[src/rtl/pss_pkg.sv]
package pss_pkg;
  typedef enum logic [1:0] {
    REG_PIXEL = 2'd0,
    REG_CMD   = 2'd1,
    REG_XFER  = 2'd2,
    REG_CTRL  = 2'd3
  } reg_sel_e;

  localparam int PIX_IN_W  = 8;
  localparam int PIX_OUT_W = 16;
endpackage

[src/rtl/pss_rgb_widen.sv]
module pss_rgb_widen
  import pss_pkg::*;
(
  input  logic [PIX_IN_W-1:0]  pix_in,
  output logic [PIX_OUT_W-1:0] pix_out
);
  logic [2:0] red3, grn3;
  logic [1:0] blu2;

  assign red3 = pix_in[7:5];
  assign grn3 = pix_in[4:2];
  assign blu2 = pix_in[1:0];

  // replicate the top bits into the low end so zero and full scale stay exact
  assign pix_out = {red3, red3[2:1], grn3, grn3, blu2, blu2, blu2[1]};
endmodule

[src/rtl/pss_fifo.sv]
module pss_fifo #(
  parameter int W     = 16,
  parameter int DEPTH = 16   // power of two
) (
  input  logic         clk,
  input  logic         rst,
  input  logic         push,
  input  logic [W-1:0] wdata,
  input  logic         pop,
  output logic [W-1:0] rdata,
  output logic         empty,
  output logic         full
);
  localparam int AW = $clog2(DEPTH);

  logic [W-1:0]  mem [DEPTH];
  logic [AW-1:0] wp, rp, ra;
  logic [AW:0]   cnt;
  logic [W-1:0]  rq, bq;
  logic          byp;

  // look-ahead read address keeps the head word ready in a registered output
  assign ra    = rp + AW'(pop);
  assign empty = (cnt == '0);
  assign full  = (cnt == (AW+1)'(DEPTH));
  assign rdata = byp ? bq : rq;

  always_ff @(posedge clk) begin
    if (push) mem[wp] <= wdata;
    rq <= mem[ra];
  end

  always_ff @(posedge clk) begin
    if (rst) begin
      wp  <= '0;
      rp  <= '0;
      cnt <= '0;
      byp <= 1'b0;
      bq  <= '0;
    end else begin
      if (push) wp <= wp + AW'(1);
      rp  <= ra;
      cnt <= cnt + (AW+1)'(push) - (AW+1)'(pop);
      byp <= push && (wp == ra);
      bq  <= wdata;
    end
  end

  p_push_not_full_r3: assert property (@(posedge clk) disable iff (rst) push |-> !full)
    else $error("push into full FIFO");
  p_pop_not_empty_r2: assert property (@(posedge clk) disable iff (rst) pop |-> !empty)
    else $error("pop from empty FIFO");
endmodule

[src/rtl/pss_spi_master.sv]
module pss_spi_master #(
  parameter int DIV_W = 3
) (
  input  logic             clk,
  input  logic             rst,
  input  logic [DIV_W-1:0] div_exp,
  input  logic             one_go,
  input  logic [7:0]       one_byte,
  input  logic             one_dc,
  input  logic             fifo_empty,
  input  logic [15:0]      fifo_word,
  output logic             fifo_pop,
  output logic             busy,
  output logic [7:0]       rx_byte,
  output logic             sck,
  output logic             mosi,
  input  logic             miso,
  output logic             cs_n,
  output logic             dc
);
  localparam int CW = (1 << DIV_W);

  logic [CW-1:0] hcnt, lim;
  logic [7:0]    shr, sec, rxs;
  logic [2:0]    bitcnt;
  logic          has2, tick, last_edge;

  assign lim       = (CW'(1) << div_exp) - CW'(1);
  assign tick      = busy && (hcnt == lim);
  assign last_edge = tick && sck && (bitcnt == 3'd7);
  assign fifo_pop  = !fifo_empty && (!busy || (last_edge && !has2));

  always_ff @(posedge clk) begin
    if (rst) begin
      busy    <= 1'b0;
      sck     <= 1'b0;
      mosi    <= 1'b0;
      cs_n    <= 1'b1;
      dc      <= 1'b0;
      hcnt    <= '0;
      shr     <= '0;
      sec     <= '0;
      rxs     <= '0;
      rx_byte <= '0;
      bitcnt  <= '0;
      has2    <= 1'b0;
    end else if (!busy) begin
      hcnt   <= '0;
      bitcnt <= '0;
      sck    <= 1'b0;
      if (fifo_pop) begin
        busy <= 1'b1;
        cs_n <= 1'b0;
        dc   <= 1'b1;
        shr  <= fifo_word[15:8];
        mosi <= fifo_word[15];
        sec  <= fifo_word[7:0];
        has2 <= 1'b1;
      end else if (one_go) begin
        busy <= 1'b1;
        cs_n <= 1'b0;
        dc   <= one_dc;
        shr  <= one_byte;
        mosi <= one_byte[7];
        has2 <= 1'b0;
      end
    end else begin
      hcnt <= tick ? '0 : hcnt + CW'(1);
      if (tick) begin
        if (!sck) begin
          sck <= 1'b1;
          rxs <= {rxs[6:0], miso};
        end else begin
          sck <= 1'b0;
          if (bitcnt != 3'd7) begin
            bitcnt <= bitcnt + 3'd1;
            shr    <= {shr[6:0], 1'b0};
            mosi   <= shr[6];
          end else begin
            rx_byte <= rxs;
            bitcnt  <= '0;
            if (has2) begin
              shr  <= sec;
              mosi <= sec[7];
              has2 <= 1'b0;
            end else if (fifo_pop) begin
              dc   <= 1'b1;
              shr  <= fifo_word[15:8];
              mosi <= fifo_word[15];
              sec  <= fifo_word[7:0];
              has2 <= 1'b1;
            end else begin
              busy <= 1'b0;
              cs_n <= 1'b1;
            end
          end
        end
      end
    end
  end

  p_sck_idle_low_r6: assert property (@(posedge clk) disable iff (rst) cs_n |-> !sck)
    else $error("SCK high while deselected");
  p_mosi_hold_r6: assert property (@(posedge clk) disable iff (rst)
    (sck && $past(sck)) |-> $stable(mosi))
    else $error("MOSI moved while SCK high");
  p_dc_stable_r7: assert property (@(posedge clk) disable iff (rst)
    (!cs_n && $past(!cs_n) && !$stable(dc)) |-> $fell(sck))
    else $error("DC moved inside a byte");
  p_pair_cs_r2: assert property (@(posedge clk) disable iff (rst)
    (busy && has2) |=> !cs_n)
    else $error("chip select released inside a pixel");
endmodule

[src/rtl/pix_spi_streamer.sv]
module pix_spi_streamer
  import pss_pkg::*;
#(
  parameter int FIFO_DEPTH = 16,
  parameter int DIV_W      = 3   // 1..3, reported in status bits [2:0]
) (
  input  logic       clk,
  input  logic       rst,
  input  logic       bus_we,
  input  logic       bus_re,
  input  logic [1:0] bus_addr,
  input  logic [7:0] bus_wdata,
  output logic [7:0] bus_rdata,
  output logic       spi_sck,
  output logic       spi_mosi,
  input  logic       spi_miso,
  output logic       spi_cs_n,
  output logic       spi_dc
);
  reg_sel_e             sel;
  logic [PIX_OUT_W-1:0] wide, f_word;
  logic                 f_empty, f_full, f_pop, m_busy;
  logic                 pix_push, pix_drop, one_go, ovf_clr;
  logic                 ovf_q;
  logic [DIV_W-1:0]     div_q;
  logic [7:0]           rx_byte, status;
  logic                 wdata_unused;

  assign sel          = reg_sel_e'(bus_addr);
  assign pix_push     = bus_we && (sel == REG_PIXEL) && !f_full;
  assign pix_drop     = bus_we && (sel == REG_PIXEL) && f_full;
  assign one_go       = bus_we && ((sel == REG_CMD) || (sel == REG_XFER)) && f_empty && !m_busy;
  assign ovf_clr      = bus_we && (sel == REG_CTRL) && bus_wdata[7];
  assign status       = {ovf_q, m_busy, f_full, f_empty, 1'b0, 3'(div_q)};
  assign wdata_unused = ^bus_wdata[6:DIV_W];

  pss_rgb_widen u_widen (.pix_in(bus_wdata), .pix_out(wide));

  pss_fifo #(.W(PIX_OUT_W), .DEPTH(FIFO_DEPTH)) u_fifo (
    .clk(clk), .rst(rst), .push(pix_push), .wdata(wide), .pop(f_pop),
    .rdata(f_word), .empty(f_empty), .full(f_full));

  pss_spi_master #(.DIV_W(DIV_W)) u_spi (
    .clk(clk), .rst(rst), .div_exp(div_q),
    .one_go(one_go), .one_byte(bus_wdata), .one_dc(sel == REG_XFER),
    .fifo_empty(f_empty), .fifo_word(f_word), .fifo_pop(f_pop),
    .busy(m_busy), .rx_byte(rx_byte),
    .sck(spi_sck), .mosi(spi_mosi), .miso(spi_miso), .cs_n(spi_cs_n), .dc(spi_dc));

  always_ff @(posedge clk) begin
    if (rst) begin
      ovf_q     <= 1'b0;
      div_q     <= '0;
      bus_rdata <= '0;
    end else begin
      if (pix_drop)     ovf_q <= 1'b1;
      else if (ovf_clr) ovf_q <= 1'b0;
      if (bus_we && (sel == REG_CTRL)) div_q <= bus_wdata[DIV_W-1:0];
      if (bus_re) begin
        case (sel)
          REG_CTRL: bus_rdata <= status;
          REG_XFER: bus_rdata <= rx_byte;
          default:  bus_rdata <= '0;
        endcase
      end
    end
  end

  p_full_drop_r3: assert property (@(posedge clk) disable iff (rst) pix_drop |=> ovf_q)
    else $error("dropped pixel did not flag overflow");
  p_ovf_sticky_r3: assert property (@(posedge clk) disable iff (rst)
    (ovf_q && !ovf_clr) |=> ovf_q)
    else $error("overflow flag cleared on its own");
  p_cmd_accept_r4: assert property (@(posedge clk) disable iff (rst) one_go |=> m_busy)
    else $error("direct byte not taken by SPI master");
endmodule

[config.mk]
export PLATFORM = sky130hd
export DESIGN_NAME = pix_spi_streamer
export DESIGN_NICKNAME = d
export VERILOG_FILES = /design/src/rtl/pss_pkg.sv /design/src/rtl/pss_rgb_widen.sv /design/src/rtl/pss_fifo.sv /design/src/rtl/pss_spi_master.sv /design/src/rtl/pix_spi_streamer.sv
export SDC_FILE = /design/constraint.sdc
export NUM_CORES = 1
export LEC_CHECK = 0
export BUFFER_PORTS_ARGS = -buffer_cell sky130_fd_sc_hd__buf_2
export CAP_MARGIN = 20
export CORE_UTILIZATION = 55
export CTS_BUF_LIST = sky130_fd_sc_hd__clkbuf_8
export CTS_CLUSTER_SIZE = 12
export DETAILED_ROUTE_END_ITERATION = 8
export PLACE_DENSITY = 0.72
export SKIP_LAST_GASP = 1
export SLEW_MARGIN = 20
export SYNTH_ARGS = -nofsm -noshare
export SYNTH_HDL_FRONTEND = slang
export SYNTH_SLANG_ARGS = --single-unit
[constraint.sdc]
create_clock -name clk -period 7.5 [get_ports clk]
set_clock_uncertainty 0.15 [all_clocks]
set_input_delay 0.75 -clock clk [delete_from_list [all_inputs] [get_ports clk]]
set_output_delay 0.75 -clock clk [all_outputs]
set_load 0.005 [all_outputs]
======== Yosys cells after proc, flatten, opt, wreduce, memory -nomap -nowiden ========
Memories as Yosys holds them, arrays and structs flattened. A register that Yosys moved wholly into a read port is not among the register bits.
Index checks and enable logic that the tools add are counted.
storage, ports and cells
  bits in registers ....................... 90
  bits in latches ......................... 0
  bits in writable memories ............... 256
  memory bits (read-only) ................. 0
  memories ................................ 1
operators by class
  add/subtract/negate cells ............... 7
  multipliers ............................. 0
  div/mod/pow operators ................... 0
  magnitude comparators ................... 0
  equality and inequality tests ........... 15
  shift-type cells ........................ 1
  multiplexer cells ....................... 60
  bitwise gates (word level) .............. 3
  reductions and logical operators ........ 35
memory list
  name        words  width  rd ports  clocked after memory_dff  write ports  line            RTL
  u_fifo.mem  16     16     1         1                         1            pss_fifo.sv:16  logic [W-1:0] mem [DEPTH];
operators by type and width
  operator             number
  $mux 7               8
  $mux 8               6
  $mux 1               43
  $mux 16              1
  $pmux 8 s2           1
  $reduce_and 4->1     4
  $logic_and 1x1->1    14
  $ne 2x2->1 const B   6
  $reduce_and 6->1     2
  $add 8x1->8 const B  1
  $eq 8x8->1           1
  $shl 1x3->8 const A  1
  $sub 8x2->8 const B  1
  $add 5x1->5          1
  $eq 5x5->1 const B   1
  $logic_not 5->1      1
  $sub 5x1->5          1
  $add 4x1->4          1
  $add 4x1->4 const B  1
  $eq 2x2->1 const B   2
  $eq 4x4->1           1
  $logic_not 1->1      4
  $ne 4x4->1 const B   1
  $reduce_bool 2->1    2
  13 further kinds     16

======== Longest topological paths before layout ========
Gate-level depths: netlist of run 1.
  word-level depth ........................ 15
  depth in mapped cells ................... 23
  gate-level depth less buffers ........... 18

======== By module ========
Synthesis of run 1 repeated with hierarchy kept, for this count alone.
second synthesis, totals
  cell total of the unflattened synthesis .. 979
  area, all modules ....................... 15,149.5 sq um
by module, submodules not included
  module            instances  cells each  area each (sq um)
  pss_fifo          1          576         11,673.7
  pss_spi_master    1          323         2,727.6
  pix_spi_streamer  1          64          628.1
  pss_rgb_widen     1          16          120.1

======== Least setup slack after synthesis of run 1 ========
No wires, ideal clock.
  path kind ............................... reg2reg
  start point ............................. reg div_q[2]
  end point ............................... reg u_fifo.rq[10], read port of u_fifo.mem
  library setup time ...................... 125 ps
  arrival ................................. 4,121 ps
  data required time ...................... 7,225 ps
  setup slack ............................. 3,104 ps
  stages on the path, launching flop included .. 21
  buffers on the path ..................... 6
  clock period less this slack ............ 4,396 ps
  cell sequence ........................... dfxtp_1 clkbuf_1 or3_1 ha_1 buf_2 nor4b_1 a211oi_2 xnor2_1 nor4_2 o21a_1 buf_6 and2_1 ha_1 xnor2_1 clkbuf_1 and2_1 clkbuf_1 clkbuf_1 nand2_1 o22ai_1 o41ai_2
on the way
  word-level cells in the longest chain between the ends .. 10
ends and longest elaborated chain
  what                             line                    RTL
  start, declared                  pix_spi_streamer.sv:25  logic [DIV_W-1:0] div_q;
  start signal, assigned           pix_spi_streamer.sv:58  if (bus_we && (sel == REG_CTRL)) div_q <= bus_wdata[DIV_W-1:0];
  $shl 1x3->8                      pss_spi_master.sv:28    assign lim = (CW'(1) << div_exp) - CW'(1);
  $sub 8x2->8                      pss_spi_master.sv:28
  $eq 8x8->1                       pss_spi_master.sv:29    assign tick = busy && (hcnt == lim);
  $logic_and 1x1->1                pss_spi_master.sv:29
  $logic_and 1x1->1 (2 in series)  pss_spi_master.sv:30    assign last_edge = tick && sck && (bitcnt == 3'd7);
  $logic_and 1x1->1                pss_spi_master.sv:31    assign fifo_pop = !fifo_empty && (!busy || (last_edge && !has2));
  $logic_or 1x1->1                 pss_spi_master.sv:31
  $logic_and 1x1->1                pss_spi_master.sv:31
  $add 4x1->4                      pss_fifo.sv:23          assign ra = rp + AW'(pop);
  end, declared                    pss_fifo.sv:19          logic [W-1:0] rq, bq;
Every way passes these cells.
A chain may end at the register's enable or synchronous reset.

======== Worst setup path after layout of run 1 ========
  start point ............................. reg div_q[2]
  end point ............................... reg u_fifo.rq[13], read port of u_fifo.mem
The elaborated chain is that of the path after synthesis.

==> qor_table.md, run 1 <==
| Item | Value |
|---|---|
| Count of final setup violators | 0 |
| Number of rows created at floorplan | 50 |
| Upper clock frequency limit | 179.8 MHz |
| Number of pins exceeding their max-slew limit in the final report | 0 |
| Clock tree from TritonCTS | done |
| Instance count of the mapped netlist | 1015 |
| Seq/Total Area, Yosys | 53.53% |
| Critical Path End Type | flop |
| Largest net degree at the start of global routing | 105 |
| DIE AREA | 19530 µm² |
| Wire length after detailed routing | 25.26 mm |
| Worst-case headroom to the max-slew limit | 34.61% |
| Number of synthesized register bits | 215 |
| Combinational share of power | 32.7% |
| Post-CTS repair timing setup buffer count | 0 |
| DRC | 0 |
| Initial core utilization | 55.97% |
| Syn Nets | 1048 |
| Static leakage | 3.956 nW |
| Setup repair after global routing missed its margin | false |
| Net switching fraction of the power | 36.05% |
| Final critical-path share of the clock period | 74.16% |
| Switching power | 1.320 mW |
| Critical Path RT | 7770 ps |
| Weighted congestion reported at the end of routability-driven placement | 0.9607 |
| Fraction of power consumed by sequential logic | 39.2% |
| Die Span Y | 139.7 µm |
| Number of library cell types mapped by synthesis | 68 |
| Core ar. | 18640 µm² |
| Internal Dissipation | 2.341 mW |
| Vias post-DR | 7784 |
| Synth Cell Area | 10440 µm² |
| Final net count | 1043 |
| TritonCTS sink count | 215 |
| Total CTS buffers | 37 |
| Clock share of power | 28.1% |
| Number of synthesized flops with an enable pin | 128 |
| Leading cell type in the layout, fill and taps excluded | sky130_fd_sc_hd__edfxtp_1 |
| Routed length per instance | 19.87 µm |
| Hold Path Sink | u_spi.rxs[0] |
| Cell depth of the worst min-delay path | 3 |
| MaxCap Viol Count | 0 |
| Horizontal die dimension | 139.7 µm |
| Total routing usage reported by global routing | 26.15% |
| Critical register-to-register path endpoint | u_fifo.rq[13] |
| Post-cts hold buffer count | 0 |
| First-pass GRT wire length | 39.36 mm |
| Most instantiated flip-flop cell in the synthesis netlist | sky130_fd_sc_hd__edfxtp_1 |
| Starting DRT DRC Count | 798 |
| Critical path launch point type | flop |
| Placed wire-length estimate after detailed placement | 15.84 mm |
| Diode count | 0 |
| Startpoint of the most critical hold path | spi_miso |
| Most frequent cells in the layout | 128 x sky130_fd_sc_hd__edfxtp_1, 106 x sky130_fd_sc_hd__nor2_1, 86 x sky130_fd_sc_hd__dfxtp_1, 79 x sky130_fd_sc_hd__nand2_1, 53 x sky130_fd_sc_hd__a21oi_1 |
| Final ANT Viol Nets | 0 |
| PostCTS Resize Cnt | 0 |
| Number of global-route vias before repair | 7219 |
| Result of the run | finished, final reports clean |
| DRT Pass-1 Iters | 5 |
| Sum of negative setup slack | 0 ps |
| Crit path max fanout | 40 |
| I/O Pins | 27 |
| Register-to-Register Path Depth | 15 |
| Area growth from synthesis to final layout | 8.621% |
| Least-Margin Pin Slew | 977.2 ps |
| Routed via count divided by cell count | 6.124 |
| Data arrival, critical path | 5830 ps |
| Antenna violations before repair | 0 |
| Critical register-to-register path startpoint | div_q[2] |
| End-of-flow core utilization | 60.80% |
| Number of H-tree branching levels | 2 |
| Clock network latency to the later pin of the worst-skew pair | 530 ps |
| Pwr/cell area | 323.0 nW/µm² |
| Min Clock Period, post-route | 5562 ps |
| Hold Vio Cnt, Final | 0 |
| Count of input and output buffers | 26 |
| Count of synthesis-stage warnings from yosys | 0 |
| Largest buffer count on any clock path | 3 |
| Ys async rst share | 0% |
| Clk Tree Root Cell | sky130_fd_sc_hd__clkbuf_8 |
| HP Class | in2reg |
| Residual overflow from global routing | 0 |
| Setup slack, reg-to-reg | 1940 ps |
| Worst hold slack | 314.0 ps |
| Avg Cell Area, Syn | 10.28 µm² |
| Clock-pin slew reported for the worst setup and hold paths after clock tree synthesis | 60 ps |
| Fraction of layout instances using a drive strength above 1 | 11.57% |
| Largest voltage drop on the vdd net | 0.0001569 V |
| Critical path class | reg2reg |
metal layers:
metal	GRT usage, %	routed length (µm)	vias to the layer above
met5	0	0	-
met4	10.64	800	0
met3	3.957	1372	62
met2	40.55	11720	234
met1	36.78	11360	3755
li1	-	-	3733
final cells by class:
| cell class | instances | area [µm²] |
|---|---|---|
| Tap cell | 234 | 292.8 |
| Timing Repair Buffer | 37 | 212.7 |
| Sequential cell | 215 | 5589 |
| Fill cell | 1573 | 7308 |
| Clock inverter | 27 | 176.4 |
| Clock buffer | 39 | 536.8 |
| Inverter | 17 | 63.81 |
| Multi-Input combinational cell | 702 | 4463 |
logic make-up (layout without fill, tap and decap cells):
family / after synthesis / in the layout / share of synthesized area, %
AO/OA/AOI/OAI: 199 / 199 / 13.18
XOR/XNOR: 24 / 24 / 2.158
adder cells (fa/ha/maj): 18 / 18 / 2.230
buffers and inverters: 98 / 120 / 3.933
flip-flops: 215 / 215 / 53.53
multiplexers: 41 / 41 / 3.969
AND/OR/NAND/NOR: 420 / 420 / 21.01
flip-flops by register name, indices dropped and copies added, names as in the netlist, 3 cells and up:
name           count
u_spi.sec          5
u_fifo.rp          4
bus_rdata          8
u_spi.shr          7
u_spi.bitcnt       3
u_spi.rxs          8
div_q              3
u_fifo.bq          8
u_fifo.wp          4
u_spi.rx_byte      8
u_spi.hcnt         8
u_fifo.cnt         5
u_fifo.rq          8
u_fifo.mem       128
power groups by stage:
stage	Clock, mW	Combinational, mW	Sequential, mW
after floorplan	0	0.959	1.40
after global placement	0	1.16	1.46
after detailed placement	0	1.19	1.46
after CTS	1.05	1.19	1.43
after global routing	1.10	1.32	1.45
final	1.03	1.20	1.43
worst max-delay path: stages (launching register included):
cell	delay [ps]
sky130_fd_sc_hd__dfxtp_1	410
sky130_fd_sc_hd__or3_1	420
sky130_fd_sc_hd__ha_1	330
sky130_fd_sc_hd__nor4b_1	340
sky130_fd_sc_hd__a211oi_2	90
sky130_fd_sc_hd__xnor2_1	160
sky130_fd_sc_hd__nor4_2	540
sky130_fd_sc_hd__o21a_4	450
sky130_fd_sc_hd__and2_1	210
sky130_fd_sc_hd__ha_1	160
sky130_fd_sc_hd__xnor2_1	400
sky130_fd_sc_hd__or2_2	730
sky130_fd_sc_hd__or3_1	420
sky130_fd_sc_hd__o22a_1	200
sky130_fd_sc_hd__nand4_1	110
sky130_fd_sc_hd__o41ai_2	320
Yosys cell counts (8+ instances only):
library cell,number,share of area [%]
sky130_fd_sc_hd__a211oi_1,21,1.5
sky130_fd_sc_hd__a21oi_1,53,2.5
sky130_fd_sc_hd__a31oi_1,17,1.0
sky130_fd_sc_hd__a32oi_1,8,0.67
sky130_fd_sc_hd__buf_2,13,0.62
sky130_fd_sc_hd__clkbuf_1,58,2.1
sky130_fd_sc_hd__dfxtp_1,87,17
sky130_fd_sc_hd__edfxtp_1,128,37
sky130_fd_sc_hd__ha_1,17,2.0
sky130_fd_sc_hd__inv_1,16,0.58
sky130_fd_sc_hd__mux2i_1,38,3.6
sky130_fd_sc_hd__nand2_1,79,2.8
sky130_fd_sc_hd__nand2b_1,9,0.54
sky130_fd_sc_hd__nand3_1,21,1.0
sky130_fd_sc_hd__nand3b_1,30,2.2
sky130_fd_sc_hd__nand4_1,9,0.54
sky130_fd_sc_hd__nor2_1,106,3.8
sky130_fd_sc_hd__nor2b_1,29,1.7
sky130_fd_sc_hd__nor3_1,39,1.9
sky130_fd_sc_hd__nor3b_1,17,1.2
sky130_fd_sc_hd__nor4_1,16,0.96
sky130_fd_sc_hd__o211ai_1,17,1.2
sky130_fd_sc_hd__o21ai_0,26,1.2
sky130_fd_sc_hd__o22ai_1,14,0.84
sky130_fd_sc_hd__or3_1,32,1.9
sky130_fd_sc_hd__xnor2_1,13,1.1
sky130_fd_sc_hd__xor2_1,9,0.76
worst max-delay path by stage:
stage,startpoint,to,slack [ps]
after detailed placement,div_q[2],u_fifo.rq[14],2010
after global placement,div_q[2],u_fifo.rq[9],2180
after global routing,div_q[2],u_fifo.rq[4],1530
after CTS,div_q[2],u_fifo.rq[14],2000
after floorplan,div_q[2],u_fifo.rq[10],3100
final,div_q[2],u_fifo.rq[13],1940
metrics by stage:
stage	total power [mW]	cells	area (µm²)	worst slack, ps
6_report	3.661	1271	11330	1938
5_1_grt	3.869	1271	11330	1531
4_1_cts	3.676	1271	11330	2001
3_5_place_dp	2.645	1205	10620	2012
3_3_place_gp	2.612	1205	10620	2181
2_1_floorplan	2.359	1015	10440	3104
No activity file was read; power rests on OpenSTA's default activity.
==> run 2: changes to the inputs <==
- ABC_AREA: not set -> 1
- PLACE_DENSITY: 0.72 -> 0.74
- clock period: 7.5 -> 4.6 ns (I/O delays scaled with it)
==> qor_table.md, run 2 <==
| Item | Value | Change |
|---|---|---|
| Vias post-DR | 7289 | -6.4% |
| Cell depth of the worst min-delay path | 3 | unchanged |
| Most instantiated flip-flop cell in the synthesis netlist | sky130_fd_sc_hd__edfxtp_1 |  |
| Avg Cell Area, Syn | 9.251 µm² | -10% |
| PostCTS Resize Cnt | 0 | unchanged |
| Synth area leaders | sky130_fd_sc_hd__edfxtp_1 40%, sky130_fd_sc_hd__dfxtp_1 18%, sky130_fd_sc_hd__nand3_1 7.8% |  |
| Crit path max fanout | 19 | -53% |
| Initial core utilization | 56.21% | +0.24 points |
| Min Clock Period, post-route | 3597 ps | -1965 ps |
| Critical path launch point type | flop |  |
| DRT Pass-1 Iters | 5 | unchanged |
| First-pass GRT wire length | 35.49 mm | -9.8% |
| Number of library cell types mapped by synthesis | 44 | -35% |
| Count of synthesis-stage warnings from yosys | 0 | unchanged |
| Largest register by flop count | u_fifo.mem |  |
| Wire length after detailed routing | 22.44 mm | -11% |
| Sum of negative setup slack | 0 ps | unchanged |
| Number of rows created at floorplan | 48 | -4.0% |
| Synth Cell Area | 9723 µm² | -6.8% |
| Setup repair after global routing missed its margin | false |  |
| Clk Tree Root Cell | sky130_fd_sc_hd__clkbuf_8 |  |
| Number of synthesized flops with an enable pin | 128 | unchanged |
| Number of global-route vias before repair | 6817 | -5.6% |
| Final ANT Viol Nets | 0 | unchanged |
| Number of H-tree branching levels | 2 | unchanged |
| Count of input and output buffers | 26 | unchanged |
| Weighted congestion reported at the end of routability-driven placement | 0.9171 | -4.5% |
| Placed wire-length estimate after detailed placement | 14.06 mm | -11% |
| Total power consumption of the routed design | 5.836 mW | +59% |
| Largest area contributor in the netlist | sky130_fd_sc_hd__edfxtp_1 |  |
| Post-cts hold buffer count | 0 | unchanged |
| Register-to-Register Path Depth | 20 | +5 |
| Startpoint of the most critical hold path | spi_miso |  |
| Total routing usage reported by global routing | 25.42% | -0.73 points |
| Result of the run | finished, final reports clean |  |
| Combinational share of power | 32.6% | about the same |
| Clock tree from TritonCTS | done |  |
| Residual overflow from global routing | 0 | unchanged |
| I/O Pins | 27 | unchanged |
| Internal Dissipation | 3.689 mW | +58% |
| Clock network latency to the later pin of the worst-skew pair | 520 ps | about the same |
| Pwr/cell area | 547.6 nW/µm² | +70% |
| Data arrival, critical path | 3900 ps | -1930 ps |
| Area growth from synthesis to final layout | 9.600% |  |
| Worst hold slack | 67.13 ps | -246.9 ps |
| Number of synthesized register bits | 215 | unchanged |
| HP Class | in2reg |  |
| Post-CTS repair timing setup buffer count | 0 | unchanged |
| Clock-pin slew reported for the worst setup and hold paths after clock tree synthesis | 60 ps | about the same |
| Die Span Y | 135.0 µm | -3.4% |
| Core ar. | 17300 µm² | -7.2% |
| Static leakage | 4.454 nW | +13% |
| Worst-case headroom to the max-slew limit | 40.32% | +5.7 points |
| TritonCTS sink count | 215 | unchanged |
| End-of-flow core utilization | 61.61% | +0.81 points |
| Final net count | 1106 | +6.0% |
| Critical Path End Type | flop |  |
| Setup slack, reg-to-reg | 1000 ps | -930 ps |
| Syn Nets | 1084 | +3.4% |
| Routed length per instance | 16.93 µm | -15% |
| Starting DRT DRC Count | 772 | -3.3% |
| Fillcell total | 1467 | -6.7% |
| Final critical-path share of the clock period | 78.19% | +4.0 points |
| Number of pins exceeding their max-slew limit in the final report | 0 | unchanged |
| Critical register-to-register path endpoint | u_fifo.rq[13] |  |
| Seq/Total Area, Yosys | 57.44% | +3.9 points |
| Diode count | 0 | unchanged |
| Share of Yosys cell area claimed by the top area cell type | 39.53% | +2.7 points |
| Critical Path RT | 4900 ps | -2870 ps |
| Most numerous cell in the Yosys netlist | sky130_fd_sc_hd__nand2_1 |  |
| Largest voltage drop on the vdd net | 0.0004196 V | +170% |
| Fraction of layout instances using a drive strength above 1 | 8.727% | -2.8 points |
| Largest net degree at the start of global routing | 67 | -36% |
| Largest buffer count on any clock path | 3 | unchanged |
| Fraction of power consumed by sequential logic | 39.4% | +0.2 points |
| List of most frequent post-synthesis cells | 179 x sky130_fd_sc_hd__nand2_1, 153 x sky130_fd_sc_hd__inv_1, 152 x sky130_fd_sc_hd__nand3_1 |  |
| Ys async rst share | 0% | unchanged |
| Critical register-to-register path startpoint | div_q[2] |  |
| Hold Vio Cnt, Final | 0 | unchanged |
| DRC | 0 | unchanged |
| Horizontal die dimension | 135.0 µm | -3.4% |
| Net switching fraction of the power | 36.80% | +0.75 points |
| Clock share of power | 28.0% | about the same |
| MaxCap Viol Count | 0 | unchanged |
| Antenna violations before repair | 0 | unchanged |
| DIE AREA | 18210 µm² | -6.7% |
| Number of flip-flops in the largest register | 128 | unchanged |
| Critical path class | reg2reg |  |
| Switching power | 2.147 mW | +63% |
| Leading cell type in the layout, fill and taps excluded | sky130_fd_sc_hd__nand2_1 |  |
| Routed via count divided by cell count | 5.501 | -10% |
| Most frequent cells in the layout | 179 x sky130_fd_sc_hd__nand2_1, 168 x sky130_fd_sc_hd__inv_1, 152 x sky130_fd_sc_hd__nand3_1, 128 x sky130_fd_sc_hd__edfxtp_1, 87 x sky130_fd_sc_hd__dfxtp_1 |  |
| Least-Margin Pin Slew | 894.3 ps | -82.98 ps |
| Count of final setup violators | 0 | unchanged |
| Upper clock frequency limit | 278.0 MHz | +55% |
| Total CTS buffers | 37 | unchanged |
| Hold Path Sink | u_spi.rxs[0] |  |
| Instance count of the mapped netlist | 1051 | +3.5% |
[run 2: changes by cell type in the layout (fill, tap and decap cells not counted), moves of 18 or more]
cell and change:
sky130_fd_sc_hd__a211oi_1 -18, sky130_fd_sc_hd__inv_1 +145, sky130_fd_sc_hd__mux2i_1 -33, sky130_fd_sc_hd__nand2_1 +100, sky130_fd_sc_hd__nand3_1 +131, sky130_fd_sc_hd__nand3b_1 +19, sky130_fd_sc_hd__nor2_1 -38, sky130_fd_sc_hd__nor2b_1 -29
sky130_fd_sc_hd__nor3_1 -35, sky130_fd_sc_hd__o21ai_0 +21, sky130_fd_sc_hd__or3_1 -32
[run 2: layout make-up]
class / instances / area (µm²) / area share (%)
Tap cell: 225 / 281.5 / 2.642
Sequential cell: 215 / 5585 / 52.41
Clock inverter: 20 / 80.08 / 0.7514
Clock buffer: 46 / 633.1 / 5.941
Timing Repair Buffer: 33 / 195.2 / 1.832
Multi-Input combinational cell: 629 / 3292 / 30.89
Inverter: 157 / 589.3 / 5.530
[run 2: per-stage QoR]
stage	setup WS [ps]	instance area, µm²	cells
detailed placement	1075	9943	1259
global route	669.8	10660	1325
CTS	1037	10660	1325
floorplan	1350	9723	1051
finish	1003	10660	1325
global placement	1224	9943	1259
[run 2: worst max-delay path by stage]
stage	startpoint	endpoint	cells past startpoint
after floorplan	div_q[2]	u_fifo.rq[4]	19
after global placement	div_q[1]	u_fifo.cnt[4]	21
after detailed placement	div_q[2]	u_fifo.rq[4]	20
after CTS	div_q[2]	u_fifo.rq[4]	20
after global routing	div_q[2]	u_fifo.rq[8]	20
final	div_q[2]	u_fifo.rq[13]	20
[run 2: cells by family after synthesis]
logic type	after synthesis	share of synthesized area, %
simple gates	469	22.84
flops	215	57.44
buf+inv	207	8.699
compound gates	129	7.387
fa+ha+maj	18	2.393
xor+xnor	8	0.7207
mux	5	0.5148
[run 2: worst max-delay path, stage by stage, from the launching register on]
cell                       delay [ps]
sky130_fd_sc_hd__dfxtp_1          460
sky130_fd_sc_hd__inv_2            120
sky130_fd_sc_hd__nand2_1          110
sky130_fd_sc_hd__ha_1             270
sky130_fd_sc_hd__nand2_1          110
sky130_fd_sc_hd__nand2_1           90
sky130_fd_sc_hd__nand2_1           50
sky130_fd_sc_hd__nand2_1           50
sky130_fd_sc_hd__nand2_1           50
sky130_fd_sc_hd__nor2_2           140
sky130_fd_sc_hd__nand3_2          100
sky130_fd_sc_hd__nand2_4          110
sky130_fd_sc_hd__nand4_2          130
sky130_fd_sc_hd__inv_1            120
sky130_fd_sc_hd__ha_1             170
sky130_fd_sc_hd__xor2_1           140
sky130_fd_sc_hd__buf_4            280
sky130_fd_sc_hd__clkinv_1         450
sky130_fd_sc_hd__nand3_1          250
sky130_fd_sc_hd__nand3_1          110
sky130_fd_sc_hd__nand2_1           70
[run 2: power groups by stage]
stage,Combinational [mW],Clock [mW],Sequential [mW]
final,1.90,1.63,2.30
after CTS,1.89,1.67,2.30
after floorplan,1.46,0,2.29
after global placement,1.85,0,2.33
after detailed placement,1.88,0,2.33
after global routing,2.11,1.74,2.32
[run 2: per-layer routing]
layer / wire [µm] / vias up / track usage [%]
met1: 10180 / 3410 / 36.37
met4: 730 / 0 / 11.49
li1: - / 3550 / -
met5: 0 / - / 0
met3: 1486 / 54 / 4.242
met2: 10030 / 275 / 37.94
